[config.mk]
export PLATFORM = sky130hd
export DESIGN_NAME = ext16_bus_ctrl
export DESIGN_NICKNAME = d
export VERILOG_FILES = /design/src/rtl/ext16_pkg.sv /design/src/rtl/ext16_ctrl.sv /design/src/rtl/ext16_dpath.sv /design/src/rtl/ext16_bus_ctrl.sv
export SDC_FILE = /design/constraint.sdc
export NUM_CORES = 1
export LEC_CHECK = 0
export BUFFER_PORTS_ARGS = -buffer_cell sky130_fd_sc_hd__buf_4
export CAP_MARGIN = 20
export CORE_ASPECT_RATIO = 0.9
export CORE_MARGIN = 2
export CORE_UTILIZATION = 52
export DETAILED_ROUTE_END_ITERATION = 6
export MAX_ROUTING_LAYER = met4
export PLACE_DENSITY = 0.84
export SLEW_MARGIN = 20
export SYNTH_ARGS = -nofsm -noshare
export SYNTH_HDL_FRONTEND = slang
export SYNTH_SLANG_ARGS = --single-unit
[constraint.sdc]
create_clock -name clk -period 5.8 [get_ports clk]
set_input_delay 0.29 -clock clk [delete_from_list [all_inputs] [get_ports clk]]
set_output_delay 0.29 -clock clk [all_outputs]
set_load 0.1 [all_outputs]
[src/rtl/ext16_pkg.sv]
package ext16_pkg;
  parameter int LANE_W = 8;

  typedef struct packed {
    logic latchReq;
    logic addrPhase;
    logic rdStrobe;
    logic wrStrobe;
    logic wrDrive;
    logic capture;
  } ext16_strb_t;
endpackage

[src/rtl/ext16_ctrl.sv]
module ext16_ctrl
  import ext16_pkg::*;
#(
  parameter int SHORT_STB = 3,
  parameter int LONG_STB  = 15
) (
  input  logic        clk,
  input  logic        rstN,
  input  logic        reqValid,
  input  logic        reqWrite,
  input  logic        stretch,
  output ext16_strb_t strb,
  output logic        ale,
  output logic        rdN,
  output logic        wrN,
  output logic        done,
  output logic        busy
);
  localparam int ALE_LEN   = 1;
  localparam int GAP_LEN   = 1;
  localparam int HOLD_LEN  = 1;
  localparam int STB_START = ALE_LEN + GAP_LEN;
  localparam int MAX_LEN   = STB_START + LONG_STB + HOLD_LEN;
  localparam int PH_W      = $clog2(MAX_LEN);

  logic            active;
  logic            stretchQ;
  logic            writeQ;
  logic [PH_W-1:0] phase;
  logic [PH_W-1:0] stbLen;
  logic [PH_W-1:0] stbEnd;
  logic [PH_W-1:0] lastPh;
  logic            accept;
  logic            inStrobe;
  logic            holdPh;

  assign accept = reqValid && !active;
  assign stbLen = stretchQ ? PH_W'(LONG_STB) : PH_W'(SHORT_STB);
  assign stbEnd = PH_W'(STB_START) + stbLen;
  assign lastPh = stbEnd + PH_W'(HOLD_LEN - 1);

  always_ff @(posedge clk or negedge rstN) begin
    if (!rstN) begin
      active   <= 1'b0;
      stretchQ <= 1'b0;
      writeQ   <= 1'b0;
      phase    <= '0;
    end else if (accept) begin
      active   <= 1'b1;
      stretchQ <= stretch;
      writeQ   <= reqWrite;
      phase    <= '0;
    end else if (active) begin
      if (phase == lastPh) begin
        active <= 1'b0;
        phase  <= '0;
      end else begin
        phase <= phase + 1'b1;
      end
    end
  end

  always_comb begin
    inStrobe      = active && (phase >= PH_W'(STB_START)) && (phase < stbEnd);
    holdPh        = active && (phase == lastPh);
    strb.latchReq  = accept;
    strb.addrPhase = active && (phase < PH_W'(ALE_LEN));
    strb.rdStrobe  = inStrobe && !writeQ;
    strb.wrStrobe  = inStrobe && writeQ;
    strb.wrDrive   = writeQ && (inStrobe || holdPh);
    strb.capture   = inStrobe && !writeQ && (phase == stbEnd - 1'b1);
  end

  assign ale  = strb.addrPhase;
  assign rdN  = !strb.rdStrobe;
  assign wrN  = !strb.wrStrobe;
  assign done = holdPh;
  assign busy = active;

  AST_STROBE_EXCL: assert property (@(posedge clk) disable iff (!rstN) !(!rdN && !wrN));
  AST_DONE_PULSE:  assert property (@(posedge clk) disable iff (!rstN) done |=> !done);
  AST_BUSY_HOLD:   assert property (@(posedge clk) disable iff (!rstN) (busy && !done) |=> busy);
  AST_ALE_QUIET:   assert property (@(posedge clk) disable iff (!rstN) ale |=> (!ale && rdN && wrN));
  AST_DIR_STABLE:  assert property (@(posedge clk) disable iff (!rstN) (!rdN && !done) |=> wrN);
endmodule

[src/rtl/ext16_dpath.sv]
module ext16_dpath
  import ext16_pkg::*;
(
  input  logic              clk,
  input  logic              rstN,
  input  ext16_strb_t       strb,
  input  logic              reqShort,
  input  logic              pageMode,
  input  logic [2*LANE_W-1:0] reqAddr,
  input  logic [LANE_W-1:0] reqLoData,
  input  logic [LANE_W-1:0] portReg,
  input  logic              hiWrEn,
  input  logic [LANE_W-1:0] hiWrData,
  input  logic [LANE_W-1:0] loIn,
  input  logic [LANE_W-1:0] hiIn,
  output logic [LANE_W-1:0] loOut,
  output logic              loOe,
  output logic [LANE_W-1:0] hiOut,
  output logic              hiOe,
  output logic [LANE_W-1:0] rdData,
  output logic [LANE_W-1:0] hiByte
);
  logic [LANE_W-1:0] loAddrQ;
  logic [LANE_W-1:0] hiAddrQ;
  logic [LANE_W-1:0] loDataQ;
  logic [LANE_W-1:0] hiDataQ;

  always_ff @(posedge clk or negedge rstN) begin
    if (!rstN) begin
      loAddrQ <= '0;
      hiAddrQ <= '0;
      loDataQ <= '0;
      hiDataQ <= '0;
    end else if (strb.latchReq) begin
      loAddrQ <= reqAddr[LANE_W-1:0];
      hiAddrQ <= (reqShort || pageMode) ? portReg : reqAddr[2*LANE_W-1:LANE_W];
      loDataQ <= reqLoData;
      hiDataQ <= hiByte;
    end
  end

  always_ff @(posedge clk or negedge rstN) begin
    if (!rstN) begin
      rdData <= '0;
      hiByte <= '0;
    end else if (strb.capture) begin
      rdData <= loIn;
      hiByte <= hiIn;
    end else if (hiWrEn) begin
      hiByte <= hiWrData;
    end
  end

  assign loOe  = strb.addrPhase || strb.wrDrive;
  assign hiOe  = strb.addrPhase || strb.wrDrive;
  assign loOut = strb.addrPhase ? loAddrQ : loDataQ;
  assign hiOut = strb.addrPhase ? hiAddrQ : hiDataQ;

  AST_RD_LANES_OFF: assert property (@(posedge clk) disable iff (!rstN) strb.rdStrobe |-> (!loOe && !hiOe));
  AST_WR_LANES_ON:  assert property (@(posedge clk) disable iff (!rstN) strb.wrStrobe |=> (loOe && hiOe));
  AST_CAPTURE_SEEN: assert property (@(posedge clk) disable iff (!rstN) strb.capture |=> (rdData == $past(loIn) && hiByte == $past(hiIn)));
endmodule

[src/rtl/ext16_bus_ctrl.sv]
module ext16_bus_ctrl
  import ext16_pkg::*;
#(
  parameter int SHORT_STB = 3,
  parameter int LONG_STB  = 15
) (
  input  logic        clk,
  input  logic        rstN,
  input  logic        reqValid,
  input  logic        reqWrite,
  input  logic        reqShort,
  input  logic        pageMode,
  input  logic        stretch,
  input  logic [15:0] reqAddr,
  input  logic [7:0]  reqLoData,
  input  logic [7:0]  portReg,
  input  logic        hiWrEn,
  input  logic [7:0]  hiWrData,
  input  logic [7:0]  loIn,
  input  logic [7:0]  hiIn,
  output logic [7:0]  loOut,
  output logic        loOe,
  output logic [7:0]  hiOut,
  output logic        hiOe,
  output logic        ale,
  output logic        rdN,
  output logic        wrN,
  output logic [7:0]  rdData,
  output logic [7:0]  hiByte,
  output logic        done,
  output logic        busy
);
  ext16_strb_t strb;

  ext16_ctrl #(.SHORT_STB(SHORT_STB), .LONG_STB(LONG_STB)) uCtrl (
    .clk(clk), .rstN(rstN), .reqValid(reqValid), .reqWrite(reqWrite),
    .stretch(stretch), .strb(strb), .ale(ale), .rdN(rdN), .wrN(wrN),
    .done(done), .busy(busy)
  );

  ext16_dpath uDpath (
    .clk(clk), .rstN(rstN), .strb(strb), .reqShort(reqShort),
    .pageMode(pageMode), .reqAddr(reqAddr), .reqLoData(reqLoData),
    .portReg(portReg), .hiWrEn(hiWrEn), .hiWrData(hiWrData),
    .loIn(loIn), .hiIn(hiIn), .loOut(loOut), .loOe(loOe),
    .hiOut(hiOut), .hiOe(hiOe), .rdData(rdData), .hiByte(hiByte)
  );
endmodule

==> results.md, run 1 <==
- Total core area: 0.00489 mm²
- FMAX: 340 MHz
- Slew Limit Fails: 0
- Nets: 373
- Fin crit share: 50.7%
- WHS: 0.0183 ns
- Row count: 24
- Fillcell total: 353
- N_diodes: 0
- Count of input and output buffers: 102
- Post-synth top area cell: dfrtp_1
- Worst-margin pin slew: 1.02 ns
- Startpoint Class: flop
- Die X: 79.7 µm
- Synth cell count leaders: dfrtp_1, mux2_2, mux2_1
- Unrepaired setup endpoints after global routing: false
- Number of global-route vias before repair: 2053
- Number of synthesized register bits: 56
- CTS H-tree depth: 2
- Setup ws final: 2.86 ns
- Share of cells above drive strength 1: 50.7%
- DR vias: 1949
- Initial drt markers: 101
- Pre-CTS setup slack: 3.19 ns
- Most numerous cell in the Yosys netlist: dfrtp_1
- First-pass GRT wire length: 9440 µm
- Post-DRT Antenna Nets: 0
- Synth-to-Final Area Change: 34.1%
- Clock Skew: 0.00858 ns
- Top-area cell type share of the netlist area: 52.3%
- Ys Warns: 0
- Routability cong.: 0.911
- Async S/R FF share, synth: 100%
- Initial antenna violation count: 0
- Sequential fraction of the synthesis area: 52.3%
- Congestion Overflow GR: 0
- GRT Util Overall: 22.3%
- Final Critical Period: 2.94 ns
- Die area: 0.00574 mm²
- # setup viols final: 0
- Dpl hpwl: 4300 µm
- CP endpoint kind: output pin
- Max cap viols: 0
- Largest net degree at the start of global routing: 57
- Syn avg cell area: 13.1 µm²
- Final hold vios: 0
- CTS tree: done
- Worst slew margin: 31.7%
- Hold/Removal Path Class: input port to async pin
- CTS buffer count: 5
- # IOs: 103
- Max FO, Critical Path: 18
- Setup bufs post-CTS: 0
- Synth unique cells: 33
- Vias per inst: 5.28
- Post-CTS Resized: 0
- Clk buf depth: 2
- Hold buffers post-CTS: 0
- Status: completed
- Worst-path clk slew: 0.10 ns
- Setup TNS: 0 ns
- Crit Path Category: flop to output pin
- Non-Filler Instances: 369
- DIE HEIGHT: 72.1 µm
- Total iterations of the first detailed-routing run: 4
- Syn_nets: 274
- WP data required: 5.51 ns
- Routed len/inst: 15.7 µm
- Synth Cell Area: 0.00268 mm²
- Starting density of the core: 54.7%
- Inst Count DP: 360
- Aggregate routed wire length: 5800 µm
- Syn Inst Count: 204
- WP data arrival: 2.65 ns
- Clock root buffer: clkbuf_8
- Sink Count: 56
- DRC viols: 0
- Top cells by area, synth: dfrtp_1, mux2_2, mux2_1, mux2i_1, ha_1
- Skew-Pair Late Insertion Delay: 0.31 ns
- Synth Flop Type: dfrtp_1
- Post-synth EDFFs: 0
==> state kept, by name (all words and copies together) (netlist names) <==
| register | count |
|---|---|
| uCtrl.stretchQ | 1 |
| uDpath.loDataQ | 8 |
| uDpath.loAddrQ | 8 |
| uDpath.rdData | 8 |
| uDpath.hiAddrQ | 8 |
| uCtrl.writeQ | 1 |
| uCtrl.phase | 5 |
| uCtrl.busy | 1 |
| uDpath.hiByte | 8 |
| uDpath.hiDataQ | 8 |
==> through the flow <==
step,util (%),cell area (µm²)
2_1_floorplan,-,2680
3_3_place_gp,70.9,3470
3_5_place_dp,70.9,3470
4_1_cts,72.9,3570
5_1_grt,73.4,3590
6_report,73.4,3590
==> worst max-delay path, cell delays in order (launching register included) <==
cell	delay [ns]
dfrtp_1	0.47
nor3_1	0.29
nand3_1	0.73
mux2_1	0.61
buf_4	0.24
==> area by class of cell <==
class                           instances  area [µm²]  share of cell area [%]
Timing Repair Buffer                  103         793                    22.1
Multi-Input combinational cell        132        1200                    33.5
Tap cell                               65        81.3                    2.26
Inverter                                5        18.8                   0.522
Clock buffer                            6        82.6                    2.30
Sequential cell                        56        1400                    39.0
Clock inverter                          2        13.8                   0.383
==> layer usage <==
layer	share of wire [%]	vias to the layer above	global-route usage, %
met3	6.0	14	4.85
met4	1.8	0	7.66
met2	49	71	35.3
met1	44	942	28.6
li1	-	922	-
met5	0	-	-
==> worst paths after layout <==
kind	cells after the start	start	slack, ns	endpoint
worst max-delay path	4	uCtrl.phase[0]	2.86	loOut[4]
worst min-delay path	1	rstN	0.02	uDpath.loDataQ[6]
worst max register to register	5	uCtrl.phase[4]	3.21	uDpath.hiByte[1]
worst min register to register	1	uDpath.rdData[2]	0.49	uDpath.rdData[2]
max in group asynchronous	1	rstN	5.34	uDpath.hiAddrQ[5]
min in group clk	3	stretch	0.18	uCtrl.stretchQ
==> cell usage in the layout, fill, tap and decap left out <==
cell type,count
and4b_1,1
buf_16,1
a21oi_1,8
o31ai_1,1
a32o_1,1
nand3b_1,1
clkinv_2,1
mux2_2,40
nor2_1,13
inv_6,1
ha_1,6
mux2i_1,8
o21a_1,1
nor3_1,2
clkbuf_8,6
o211ai_1,2
a2111oi_4,1
a31o_2,1
mux2_1,25
o21ai_0,3
and3_1,1
inv_1,5
nor2b_4,1
nand2b_1,1
a21o_1,1
buf_4,102
xor2_1,1
nand4b_1,1
dfrtp_1,56
nor3b_1,1
o22ai_1,1
nand3_1,4
nand2_1,6
==> cell families (layout without fill, tap and decap cells) <==
| group | Yosys count | count (layout) | synth area share, % |
|---|---|---|---|
| mux | 73 | 73 | 30.3 |
| fa+ha+maj | 6 | 6 | 2.80 |
| flops | 56 | 56 | 52.3 |
| compound gates | 20 | 20 | 5.42 |
| simple gates | 32 | 32 | 5.75 |
| buf+inv | 16 | 116 | 3.08 |
| xor+xnor | 1 | 1 | 0.327 |
Power of run 1 is not shown: default switching activity piles up to over one toggle a cycle in this logic, so the estimate is an artifact.
==> run 2, diff against run 1 <==
Settings changed: CORE_UTILIZATION 52 to 49, PLACE_DENSITY 0.84 to 0.8.
Clock period 5.8 ns to 3 ns, I/O delays scaled along.
==> run 2 against run 1 <==
Net effect: clock skew about the same; critical path depth rose by 1; global-route usage fell by 1.4 points; hold slack better by 0.043 ns; core utilization decreased by 4.2 points; worst setup slack worse by 2.4 ns; sequential share of layout area decreased by 0.34 points; final area is 1.1% higher; largest cell class unchanged.
==> results.md, run 2 (same netlist as run 1, synthesis figures left out) <==
- Dpl hpwl: 4310 µm
- Unrepaired setup endpoints after global routing: false
- Starting density of the core: 51.0%
- Final Critical Period: 2.49 ns
- Vias per inst: 5.23
- Worst-margin pin slew: 1.03 ns
- N_diodes: 0
- FMAX: 401 MHz
- Total core area: 0.00526 mm²
- Seq. cell area: 0.00141 mm²
- Nets: 376
- Placed Area: 0.00351 mm²
- Hold Path Sink: uDpath.hiByte[2]
- Final hold vios: 0
- R2r endpoint: uDpath.rdData[0]
- Die area: 0.00608 mm²
- Routability cong.: 0.879
- Count of input and output buffers: 102
- Fin crit share: 83.1%
- CP peak stage delay: 0.47 ns
- Clock Skew: 0.00848 ns
- Crit Path Category: flop to output pin
- Aggregate routed wire length: 5820 µm
- Synth-to-Final Area Change: 35.7%
- Most common cell after layout, fill and taps aside: buf_4
- Reg2reg setup slack: 0.74 ns
- Initial drt markers: 92
- Hold_sp: hiIn[2]
- Die X: 81.9 µm
- R2R Path Start: uCtrl.phase[0]
- Post-DRT Antenna Nets: 0
- DIE HEIGHT: 74.1 µm
- Inst Count DP: 365
- # IOs: 103
- Max FO, Critical Path: 10
- Min-Delay Path Depth: 2
- Worst-path clk slew: 0.10 ns
- Startpoint Class: flop
- DR vias: 1955
- Worst slew margin: 31.3%
- WP data required: 2.85 ns
- CTS H-tree depth: 2
- Setup TNS: 0 ns
- Multi-input gate area: 0.00121 mm²
- Share of cells above drive strength 1: 51.8%
- Congestion Overflow GR: 0
- Non-Filler Instances: 374
- Clk buf depth: 2
- Clock root buffer: clkbuf_8
- Skew-Pair Late Insertion Delay: 0.30 ns
- DRC viols: 0
- Most frequent CP cell: buf_4
- Total iterations of the first detailed-routing run: 4
- Cells along the critical path: nor3_1 > nand3_1 > buf_4 > mux2_1 > buf_4
- R2R cell count: 7
- Core Util, Final: 69.2%
- Number of global-route vias before repair: 1948
- CP endpoint kind: output pin
- Hold/Removal Path Class: input port to flop
- Status: completed
- Crit-path slowest cell: dfrtp_1
- Most frequent cells in the layout: buf_4, dfrtp_1, mux2_2
- First-pass GRT wire length: 9250 µm
- CTS buffer count: 5
- Largest net degree at the start of global routing: 57
- Sink Count: 56
- Slew Limit Fails: 0
- Row count: 25
- Fin area: 0.00363 mm²
- Initial antenna violation count: 0
- GRT Util Overall: 20.8%
- # setup viols final: 0
- WP data arrival: 2.34 ns
- CTS tree: done
- Routed len/inst: 15.5 µm
- Max cap viols: 0
- Fillcell total: 395
-- run 2: changes by cell type in the layout (fill, tap and decap cells not counted), sizes merged --
cell	previous run	this run
dlygate4sd3	0	1
clkinvlp	0	1
inv	6	5
buf	103	105
bufinv	0	1
clkbuf	6	5
-- run 2: area by class of cell --
cell class                 count  share of cell area, %
multi-input combinational    132                   33.4
clock buffer                   5                   1.89
inverter                       5                  0.585
timing repair buffer         106                   22.0
clock inverter                 3                   1.17
tap                           67                   2.31
sequential                    56                   38.7
-- run 2: how the worst max path moves through the flow --
stage / from / endpoint / slack, ns / depth (start not counted)
2_1_floorplan: uCtrl.busy / loOe / -0.25 / 6
3_3_place_gp: uCtrl.phase[0] / uDpath.hiByte[4] / 0.81 / 7
3_5_place_dp: uCtrl.phase[0] / uDpath.hiByte[7] / 0.75 / 7
4_1_cts: uCtrl.phase[0] / hiOut[6] / 0.49 / 5
5_1_grt: uCtrl.phase[0] / hiOut[6] / 0.39 / 5
6_report: uCtrl.phase[0] / hiOut[6] / 0.51 / 5
-- run 2: worst max-delay path, delay by kind of cell (launching register included) --
kind	cells	cell delay, ns
multiplexers	1	0.34
flip-flops	1	0.47
buffers and inverters	2	0.59
AND/OR/NAND/NOR	2	0.64
-- run 2: per-layer routing --
layer / up-vias / GRT usage (%) / part of all wire, %
met2: 63 / 33.9 / 50
met3: 2 / 4.98 / 5.9
met5: - / - / 0
met1: 964 / 26.2 / 44
met4: 0 / 5.74 / 0.50
li1: 926 / - / -
-- run 2: per-stage QoR --
stage,hold slack [ns],worst slack (ns)
after detailed placement,0.247,0.749
final,0.0613,0.507
after floorplan,-0.146,-0.248
after CTS,0.0492,0.494
after global placement,0.245,0.812
after global routing,0.0439,0.394
-- run 2: what timing repair did --
action                                 in CTS  in global routing
endpoints found under the hold margin      56                  0
hold buffers                                1                  0
setup buffers                               0                  0
resized for setup                           0                  0
setup endpoints to repair                   0                  0
Power of run 2 is left out for the same reason.
==> run 3, diff against run 2 <==
Settings changed: ABC_AREA set to 1, CORE_UTILIZATION 49 to 50.
Clock period 3 ns to 2.4 ns, I/O delays scaled along.
==> run 3 against run 2 <==
Net effect: count of clock-buffer cells in the layout rose by 2; sequential share of layout area fell by 2.6 points; area after synthesis rose by 8.0%; critical path type unchanged; largest cell class unchanged.
==> results.md, run 3 <==
- Async S/R FF share, synth: 100%
- DR vias: 2628
- Synth unique cells: 23
- Worst slew margin: 53.7%
- Setup bufs post-CTS: 0
- Routability cong.: 0.946
- Sequential fraction of the synthesis area: 48.4%
- FMAX: 436 MHz
- Die X: 84.2 µm
- Clock root buffer: clkbuf_8
- Final Critical Period: 2.29 ns
- Skew-Pair Late Insertion Delay: 0.30 ns
- Post-synth EDFFs: 0
- Clk buf depth: 2
- CTS tree: done
- CP endpoint kind: output pin
- Top cells by area, synth: dfrtp_1, nand2_1, o21ai_2, inv_1, nand3_1
- CP peak stage delay: 0.46 ns
- Synth-to-Final Area Change: 34.5%
- Most frequent CP cell: nand2_1
- Most frequent cells in the layout: nand2_1, buf_4, dfrtp_1
- Most common cell after layout, fill and taps aside: nand2_1
- GRT Util Overall: 23.1%
- Worst-path clk slew: 0.09 ns
- Share of cells above drive strength 1: 32.9%
- Syn avg cell area: 8.02 µm²
- Count of input and output buffers: 102
- Unrepaired setup endpoints after global routing: true
- Hold/Removal Path Class: input port to flop
- Status: completed
- Dpl hpwl: 5070 µm
- Number of synthesized register bits: 56
- Crit Path Category: flop to output pin
- Inst Count DP: 522
- Max FO, Critical Path: 10
- # IOs: 103
- Slew Limit Fails: 0
- Worst-margin pin slew: 0.694 ns
- First-pass GRT wire length: 11800 µm
- WP data required: 2.28 ns
- Seq. cell area: 0.00141 mm²
- Top-area cell type share of the netlist area: 48.4%
- WHS: 0.0134 ns
- Non-Filler Instances: 532
- Synth Flop Type: dfrtp_1
- Largest net degree at the start of global routing: 57
- WP data arrival: 2.17 ns
- Routed len/inst: 12.9 µm
- Startpoint Class: flop
- Die area: 0.00641 mm²
- Total core area: 0.00563 mm²
- Aggregate routed wire length: 6860 µm
- Syn_nets: 431
- Most numerous cell in the Yosys netlist: nand2_1
- Post-CTS Resized: 0
- Post-DRT Antenna Nets: 0
- Synth cell count leaders: nand2_1, dfrtp_1, inv_1
- DIE HEIGHT: 76.2 µm
- Post-synth top area cell: dfrtp_1
- Total iterations of the first detailed-routing run: 4
- Congestion Overflow GR: 0
- Vias per inst: 4.94
- Fin crit share: 95.5%
- Starting density of the core: 51.4%
- Nets: 531
- Clock Skew: 0.00355 ns
- CTS buffer count: 5
- Number of global-route vias before repair: 2645
- Fillcell total: 487
- # setup viols final: 0
- Multi-input gate area: 0.00134 mm²
- Max cap viols: 0
- CTS H-tree depth: 2
- Syn Inst Count: 361
- Cells along the critical path: ha_1 > nand2_1 > inv_1 > nand2_1 > nand3_1 > nor2_4 > nand2_2 > nand3_4 > buf_4
- Final hold vios: 0
- Crit-path slowest cell: dfrtp_1
- Row count: 26
- Synth Cell Area: 0.00289 mm²
- Ys Warns: 0
- Initial drt markers: 111
- Sink Count: 56
- DRC viols: 0
- N_diodes: 0
- Initial antenna violation count: 0
-- run 3: cell type report --
| class | instances | area share, % |
|---|---|---|
| flip-flops and latches | 56 | 36.1 |
| multi-input cells | 252 | 34.5 |
| repair buffers | 107 | 20.8 |
| inverters | 39 | 3.95 |
| well taps | 70 | 2.25 |
| clock buffers | 7 | 2.22 |
| clock inverters | 1 | 0.193 |
-- run 3: final timing paths --
check / startpoint / slack [ns] / to / cells after the start
min in group asynchronous: rstN / 0.40 / uDpath.hiAddrQ[4] / 2
worst max register to register: uCtrl.phase[2] / 0.36 / uDpath.rdData[1] / 9
worst min-delay path: reqLoData[6] / 0.01 / uDpath.loDataQ[6] / 3
worst min register to register: uDpath.loDataQ[5] / 0.48 / uDpath.loDataQ[5] / 2
worst max-delay path: uCtrl.phase[2] / 0.11 / hiOe / 9
max in group asynchronous: rstN / 1.47 / uCtrl.busy / 2
-- run 3: through the flow --
stage | cell area (µm²) | setup slack (ns) | TNS (ns) | utilization, %
floorplan | 3030 | -0.0539 | -0.296 | -
global placement | 3780 | 0.465 | 0 | 67.1
detailed placement | 3780 | 0.364 | 0 | 67.1
CTS | 3880 | 0.0929 | 0 | 69.0
global route | 3890 | -0.0429 | -0.0803 | 69.2
finish | 3890 | 0.108 | 0 | 69.2
-- run 3: kinds of logic after synthesis --
logic type               synth area share, %
adder cells (fa/ha/maj)                 2.59
XOR/XNOR                               0.908
AND/OR/NAND/NOR                         29.8
AO/OA/AOI/OAI                           9.38
buffers and inverters                   8.86
flip-flops                              48.4
-- run 3: critical path: cells and delay by family (launching register included) --
| family | cells | cell delay (ns) |
|---|---|---|
| simple gates | 6 | 0.73 |
| flops | 1 | 0.46 |
| fa+ha+maj | 1 | 0.32 |
| buf+inv | 2 | 0.36 |
-- run 3: timing repair --
| action | 4_1_cts | 5_1_grt |
|---|---|---|
| setup endpoints to repair | 0 | 4 |
| hold endpoints to repair | 56 | 1 |
| hold buffers | 1 | 1 |
-- run 3: per-layer routing --
metal / global-route usage, % / share of wire [%] / up-vias
met1: 29.9 / 45 / 1207
met3: 4.66 / 6.4 / 6
met2: 36.8 / 48 / 88
met5: - / 0 / -
li1: - / - / 1327
met4: 6.94 / 1.0 / 0
Power of run 3 is left out for the same reason.
